**config.mk**
```make
export PLATFORM = sky130hd
export DESIGN_NAME = port_indicator_ctrl
export DESIGN_NICKNAME = d
export VERILOG_FILES = /design/src/rtl/pi_pkg.sv /design/src/rtl/pi_blink_timer.sv /design/src/rtl/pi_mode_regs.sv /design/src/rtl/pi_port_drive.sv /design/src/rtl/port_indicator_ctrl.sv
export SDC_FILE = /design/constraint.sdc
export NUM_CORES = 1
export LEC_CHECK = 0
export BUFFER_PORTS_ARGS = -buffer_cell sky130_fd_sc_hd__buf_2
export CORE_MARGIN = 2
export CORE_UTILIZATION = 35
export DETAILED_ROUTE_END_ITERATION = 12
export GPL_ROUTABILITY_DRIVEN = 0
export PLACE_DENSITY = 0.64
export SETUP_SLACK_MARGIN = 0.2
export SLEW_MARGIN = 25
export SYNTH_ARGS = -nofsm -noshare
export SYNTH_HDL_FRONTEND = slang
export SYNTH_HIERARCHICAL = 1
export SYNTH_SLANG_ARGS = --single-unit
```
**constraint.sdc**
```tcl
create_clock -name clk -period 4.5 [get_ports clk]
set_input_delay 0.45 -clock clk [delete_from_list [all_inputs] [get_ports clk]]
set_output_delay 0.45 -clock clk [all_outputs]
set_load 0.1 [all_outputs]
```
**src/rtl/pi_pkg.sv**
```systemverilog
// Shared types for the port status indicator controller.
// Assumes a 3-bit selector code; code values are part of the write interface.
package pi_pkg;

    typedef enum logic [2:0] {
        IND_AUTO        = 3'd0,
        IND_AMBER       = 3'd1,
        IND_GREEN       = 3'd2,
        IND_OFF         = 3'd3,
        IND_BLINK_AMBER = 3'd4,
        IND_BLINK_GREEN = 3'd5,
        IND_ALTERNATE   = 3'd6,
        IND_RESERVED    = 3'd7
    } ind_sel_e;

    typedef struct packed {
        logic green;
        logic amber;
    } led_pair_t;

endpackage

```
**src/rtl/pi_blink_timer.sv**
```systemverilog
// Shared blink phase generator: phase_o is 0 (lit) for HALF edges, then 1
// for HALF edges, and so on. Assumes HALF >= 2.
module pi_blink_timer #(
    parameter int HALF = 62_500_000
) (
    input  logic clk,
    input  logic rst_n,
    output logic phase_o
);
    localparam int CW = (HALF > 1) ? $clog2(HALF) : 1;

    logic [CW-1:0] cnt_q;

    // Count edges within a half period and flip the phase at each wrap.
    always_ff @(posedge clk) begin
        if (!rst_n) begin
            cnt_q   <= '0;
            phase_o <= 1'b0;
        end else if (cnt_q == CW'(HALF - 1)) begin
            cnt_q   <= '0;
            phase_o <= ~phase_o;
        end else begin
            cnt_q   <= cnt_q + 1'b1;
        end
    end
endmodule

```
**src/rtl/pi_mode_regs.sv**
```systemverilog
// Per-port selector storage. A write updates only the addressed port.
// The reserved code is dropped. Reset returns every port to automatic mode.
// Assumes an index beyond NUM_PORTS-1 simply matches no port.
module pi_mode_regs
    import pi_pkg::*;
#(
    parameter int NUM_PORTS = 4,
    parameter int IDX_W     = 2
) (
    input  logic                      clk,
    input  logic                      rst_n,
    input  logic                      we,
    input  logic [IDX_W-1:0]          port,
    input  logic [2:0]                code,
    output ind_sel_e [NUM_PORTS-1:0]  mode_o
);
    // Hold each port's selected mode and apply accepted writes.
    always_ff @(posedge clk) begin
        if (!rst_n) begin
            for (int p = 0; p < NUM_PORTS; p++) mode_o[p] <= IND_AUTO;
        end else if (we && (code != IND_RESERVED)) begin
            for (int p = 0; p < NUM_PORTS; p++)
                if (port == IDX_W'(p)) mode_o[p] <= ind_sel_e'(code);
        end
    end
endmodule

```
**src/rtl/pi_port_drive.sv**
```systemverilog
// Combinational colour decode for one port, from its mode, its status,
// the shared blink phase and the suspend flag. It never asserts both colours.
module pi_port_drive
    import pi_pkg::*;
(
    input  ind_sel_e  mode,
    input  logic      phase,
    input  logic      suspended,
    input  logic      powered,
    input  logic      connected,
    input  logic      enabled,
    input  logic      fault,
    output led_pair_t led
);
    // Select the colour pair; suspend overrides every mode.
    always_comb begin
        led = '0;
        if (!suspended) begin
            case (mode)
                IND_AUTO: begin
                    if (fault)                               led.amber = 1'b1;
                    else if (powered && connected && enabled) led.green = 1'b1;
                end
                IND_AMBER:       led.amber = 1'b1;
                IND_GREEN:       led.green = 1'b1;
                IND_BLINK_AMBER: led.amber = ~phase;
                IND_BLINK_GREEN: led.green = ~phase;
                IND_ALTERNATE: begin
                    led.green = ~phase;
                    led.amber = phase;
                end
                default:         led = '0;
            endcase
        end
    end
endmodule

```
**src/rtl/port_indicator_ctrl.sv**
```systemverilog
// Top level of the port status indicator controller. It stores per-port
// modes, shares one blink timer and registers the LED outputs.
// Assumes synchronous inputs in the clk domain.
module port_indicator_ctrl
    import pi_pkg::*;
#(
    parameter int NUM_PORTS  = 4,
    parameter int BLINK_HALF = 62_500_000,
    localparam int IDX_W     = (NUM_PORTS > 1) ? $clog2(NUM_PORTS) : 1
) (
    input  logic                 clk,
    input  logic                 rst_n,
    input  logic                 hub_suspended,
    input  logic                 sel_we,
    input  logic [IDX_W-1:0]     sel_port,
    input  logic [2:0]           sel_code,
    input  logic [NUM_PORTS-1:0] port_powered,
    input  logic [NUM_PORTS-1:0] port_connected,
    input  logic [NUM_PORTS-1:0] port_enabled,
    input  logic [NUM_PORTS-1:0] port_fault,
    output logic [NUM_PORTS-1:0] led_green,
    output logic [NUM_PORTS-1:0] led_amber
);
    ind_sel_e [NUM_PORTS-1:0] mode_q;
    logic                     phase;
    led_pair_t                pair_d [NUM_PORTS];

    pi_blink_timer #(.HALF(BLINK_HALF)) u_timer (
        .clk     (clk),
        .rst_n   (rst_n),
        .phase_o (phase)
    );

    pi_mode_regs #(.NUM_PORTS(NUM_PORTS), .IDX_W(IDX_W)) u_modes (
        .clk    (clk),
        .rst_n  (rst_n),
        .we     (sel_we),
        .port   (sel_port),
        .code   (sel_code),
        .mode_o (mode_q)
    );

    for (genvar p = 0; p < NUM_PORTS; p++) begin : g_port
        pi_port_drive u_drive (
            .mode      (mode_q[p]),
            .phase     (phase),
            .suspended (hub_suspended),
            .powered   (port_powered[p]),
            .connected (port_connected[p]),
            .enabled   (port_enabled[p]),
            .fault     (port_fault[p]),
            .led       (pair_d[p])
        );

        // Register this port's LED pair.
        always_ff @(posedge clk) begin
            if (!rst_n) begin
                led_green[p] <= 1'b0;
                led_amber[p] <= 1'b0;
            end else begin
                led_green[p] <= pair_d[p].green;
                led_amber[p] <= pair_d[p].amber;
            end
        end
    end
endmodule

```
# Yosys cells after proc, flatten, opt, wreduce, memory -nomap -nowiden
# Index checks and enable logic that the tools add are counted.
# W data, S select, Z words.
# word_totals
input_bits,25
out_inout_bits,8
regBits,47
elab_cells,86
# op_classes
n_eq_ne,25
n_bitwise,2
n_mux,20
n_reduce_logical,24
addsub,1
# op_table
cell,n
$eq A3 B3 Y1 const B,12
$add A26 B1 Y26 const B,1
$eq A26 B26 Y1 const B,1
$pmux W1 S4,4
$eq A3 B1 Y1 const B,4
$eq A3 B2 Y1 const B,4
$logic_not A3 Y1,4
$mux W1,12
$pmux W1 S3,4
$reduce_or A2 Y1,6
$logic_and A1 B1 Y1,9
$reduce_and A2 Y1,4
$eq A2 B2 Y1 const B,2
$ne A3 B3 Y1 const B,1
$eq A2 B1 Y1 const B,1
$logic_not A2 Y1,1
$not A1 Y1,2

# Longest topological paths before layout
# depth
ltp_word,5
mapped_depth,6
depth_no_buf,5

# Cells and area by module
# Netlist, hierarchy kept.
# modules_own_cells
mod,seq_area_each_um2,area_per_inst_um2,instances,cells_per_inst
pi_blink_timer,540.5,1268.7,1,146
pi_mode_regs,240.2,483.0,1,48
pi_port_drive,0.0,71.3,4,12
port_indicator_ctrl,160.2,210.2,1,16

# Worst setup path after synthesis
# OpenSTA, ideal clock, no wires.
# synth_path
path_kind,reg-to-reg
startpoint,register u_timer.cnt_q[0]
endpoint,register u_timer.cnt_q[24]
path_stages_with_launch,7
synth_period_minus_slack_ps,2002
setup_ps,66
arrival_ps,1936
n_path_buf,1
path_slack_ps,2498
required_time_ps,4434
path_cell_list,dfxtp_1 ha_1 nand4_4 or4_1 buf_2 or4_4 a21oi_2
# synth_via
elab_chain_cells,2
elab_cells_between_ends,3
classes_between,1 x add/sub; 1 x eq/ne; 1 x reduce/logical
# synth_rtl
item,line,text
from (decl),pi_blink_timer.sv:12,logic [CW-1:0] cnt_q;
from (signal assigned),pi_blink_timer.sv:23,cnt_q <= cnt_q + 1'b1;
branches (longest 2 deep; another with $add A26 B1 Y26),--,
# Several ways; the timed one is not identified.
# A chain may end at the register's enable or synchronous reset.

# Final worst setup path
# layout_path
startpoint,register u_timer.cnt_q[0]
endpoint,register u_timer.cnt_q[9]
# The elaborated chain is that of the path after synthesis.

==> impl_metrics.ini <==
[route]
drt_iter0_markers = 65
ant_nets = 0
vias_per_cell = 5.13
detailedRoute.firstPassIterationCount = 5
routed-via-count = 1882
finalWirelength_um = 4430
routedWlPerCell_um = 12.1
remaining_drc_errors = 0

[cts]
post_cts.resized_instances = 0
cts.reportedPaths.clkPinSlew_ps = 80
clk_root_buffer_cell = sky130_fd_sc_hd__clkbuf_8
later_pin_clock_latency_in_the_skew_report_ps = 300
cts.htree.levels = 2
post-cts-setup-buffer-count = 0
tritoncts = done
postCtsHoldBufs = 0
cts_num_sinks = 47
cts_made_buffers = 5
ctsLongestPathBuffers = 2

[sta]
period_needed_ps = 2280
hold_viol_final = 0
fin_worst_hold_slack_ps = 473
setup_repair_after_global_routing_missed_its_margin = false
finalWorstSetupSlack_ps = 2220
finalClockSkew_ps = 5.88
setup_viol = 0
tightest_slew_ps = 679
maxSlewHeadroom_pct = 54.6
slew_viol_final = 0
max_freq_ghz = 0.438
final.period_utilization_pct = 50.7
totalNegativeSetupSlack_ps = 0

[cells_and_area]
final_net_count = 316
antenna_cells = 0
n_fill_cell = 642
layout-drive-gt1-share_pct = 17.9
layout_commonest_cell = sky130_fd_sc_hd__dfxtp_1
flow.area_growth_from_synthesis_pct = 13.3
post_layout_nonfiller_instances = 367
mostFrequentLayoutCells = 47 x sky130_fd_sc_hd__dfxtp_1, 32 x sky130_fd_sc_hd__buf_2, 29 x sky130_fd_sc_hd__nand2_1, 21 x sky130_fd_sc_hd__nor2_1, 20 x sky130_fd_sc_hd__a21oi_1

[floorplanning]
core.rowCount = 29
die_x_um = 84.1
design.core.area_um2 = 6280
initial_core_util_pct = 35.8
fp.dieArea_um2 = 7080
die-height_um = 84.1
pin_count = 33

[global_routing]
vias_in_the_first_global_route = 1814
overflow = 0
grtUsageTotal_pct = 13.6
grt_first_pass_wirelength_um = 7910
antenna_violations_before_repair = 0
grt_start_max_net_pins = 27

[status]
status = completed

[place]
numPlacedInstances = 360
dp_hpwl_um = 3060
post-place-ws_ps = 2180
numPortBuffers = 32

[yosys]
syn-cell-area_um2 = 2250
syn_area_per_cell_um2 = 8.71
count_of_flip_flops_with_a_built_in_enable_after_synthesis = 0
synth.ff_latch_count = 47
synth-seq-area-share_pct = 41.9
top_ff_cell_synth = sky130_fd_sc_hd__dfxtp_1
ys_async_sr_fraction_pct = 0
syn-num-nets = 284
netlist-cell-type-count = 34
postSynthCellCount = 258
ys_warn_count = 6

[pwr]
total_leakage_power_nw = 0.884
max-vdd-ir-drop_v = 0.000152
p_per_area_nw_per_um2 = 294

[setup_path]
crit_type = reg2reg
critical_path_required_ps = 4660
critical_path.endpoint_type = register
timing.critical_path.fanout_max = 26
timing.critical_path.arrival_ps = 2440
critPathLaunchType = register

[min_path]
min-delay-path-class = reg2reg

[run]
cap_viol_max_count = 0
layer usage:
metal	global-route usage, %	part of all wire, %	vias up
li1	-	-	997
met1	16.5	49	839
met2	22.4	44	41
met3	3.46	5.5	5
met4	6.74	1.4	0
met5	0	0	-
per-stage QoR:
step	power, mW	util (%)	cell area [um^2]
after floorplan	0.489	-	2250
after global placement	0.510	39.1	2460
after detailed placement	0.511	39.2	2460
after CTS	0.762	40.6	2550
after global routing	0.784	40.6	2550
final	0.747	40.6	2550
synthesized netlist by cell type (2+ instances only):
master	number	area [um^2]
sky130_fd_sc_hd__inv_1	11	41.3
sky130_fd_sc_hd__and4bb_2	4	50.1
sky130_fd_sc_hd__nor4_1	7	43.8
sky130_fd_sc_hd__nor3_1	2	10.0
sky130_fd_sc_hd__dfxtp_1	47	941
sky130_fd_sc_hd__xor2_1	2	17.5
sky130_fd_sc_hd__buf_6	2	22.5
sky130_fd_sc_hd__a31oi_1	4	25.0
sky130_fd_sc_hd__o31ai_1	5	37.5
sky130_fd_sc_hd__and4_1	2	17.5
sky130_fd_sc_hd__and4b_1	2	20.0
sky130_fd_sc_hd__a21oi_1	20	100
sky130_fd_sc_hd__nand3_2	2	20.0
sky130_fd_sc_hd__or4_4	2	22.5
sky130_fd_sc_hd__or3_1	8	50.1
sky130_fd_sc_hd__nand2_1	29	109
sky130_fd_sc_hd__and2_1	9	56.3
sky130_fd_sc_hd__mux2i_1	12	120
sky130_fd_sc_hd__nor4b_1	3	26.3
sky130_fd_sc_hd__o21ai_0	12	60.1
sky130_fd_sc_hd__nor2_1	21	78.8
sky130_fd_sc_hd__nand3_1	11	55.1
sky130_fd_sc_hd__xnor2_1	13	114
sky130_fd_sc_hd__or4_1	6	45.0
sky130_fd_sc_hd__nand4_1	9	56.3
sky130_fd_sc_hd__buf_2	5	25.0
registers in the layout, summed over array words and instances (netlist names):
register / cells
u_timer/cnt_q: 26
u_modes/mode_o: 12
led_amber: 4
led_green: 4
u_timer/phase_o: 1
worst max-delay path: stages, from the launching register on:
cell	delay, ps
sky130_fd_sc_hd__dfxtp_1	370
sky130_fd_sc_hd__ha_1	270
sky130_fd_sc_hd__nand4_4	160
sky130_fd_sc_hd__or4_1	630
sky130_fd_sc_hd__o21ai_4	580
sky130_fd_sc_hd__nor2_1	130
power by group:
part,switching [mW],internal [mW],leakage [nW]
Combinational,0.0450,0.0234,0.459
Clock,0.141,0.106,0.0440
Sequential,0.00784,0.424,0.381
layout make-up:
cell class	instances	area, um^2	area share, %
multi-input combinational	193	1220	48.1
sequential	47	941	37.0
timing repair buffer	32	160	6.29
inverter	11	41.3	1.62
clock buffer	5	68.8	2.70
clock inverter	2	13.8	0.541
tap	77	96.3	3.78
logic make-up (layout without fill, tap and decap cells):
group | after synthesis | count (layout) | synth area share, %
muxes | 12 | 12 | 5.35
DFF | 47 | 47 | 41.9
adders and majority gates | 1 | 1 | 0.557
and+or+nand+nor | 120 | 120 | 31.0
AOI/OAI and AO/OA | 45 | 45 | 11.4
xor gates and xnor gates | 15 | 15 | 5.85
buffers and inverters | 18 | 50 | 3.95
worst paths after layout:
check                              startpoint                     endpoint  slack (ps)  cells past startpoint
setup / recovery  u_timer/cnt_q[0]$_SDFF_PP0_  u_timer/cnt_q[9]$_SDFF_PP0_        2220                      5
hold / removal    u_timer/cnt_q[0]$_SDFF_PP0_  u_timer/cnt_q[0]$_SDFF_PP0_         470                      1
setup reg to reg  u_timer/cnt_q[0]$_SDFF_PP0_  u_timer/cnt_q[9]$_SDFF_PP0_        2220                      5
hold reg to reg   u_timer/cnt_q[0]$_SDFF_PP0_  u_timer/cnt_q[0]$_SDFF_PP0_         470                      1
Power figures use the tool's default switching activity.
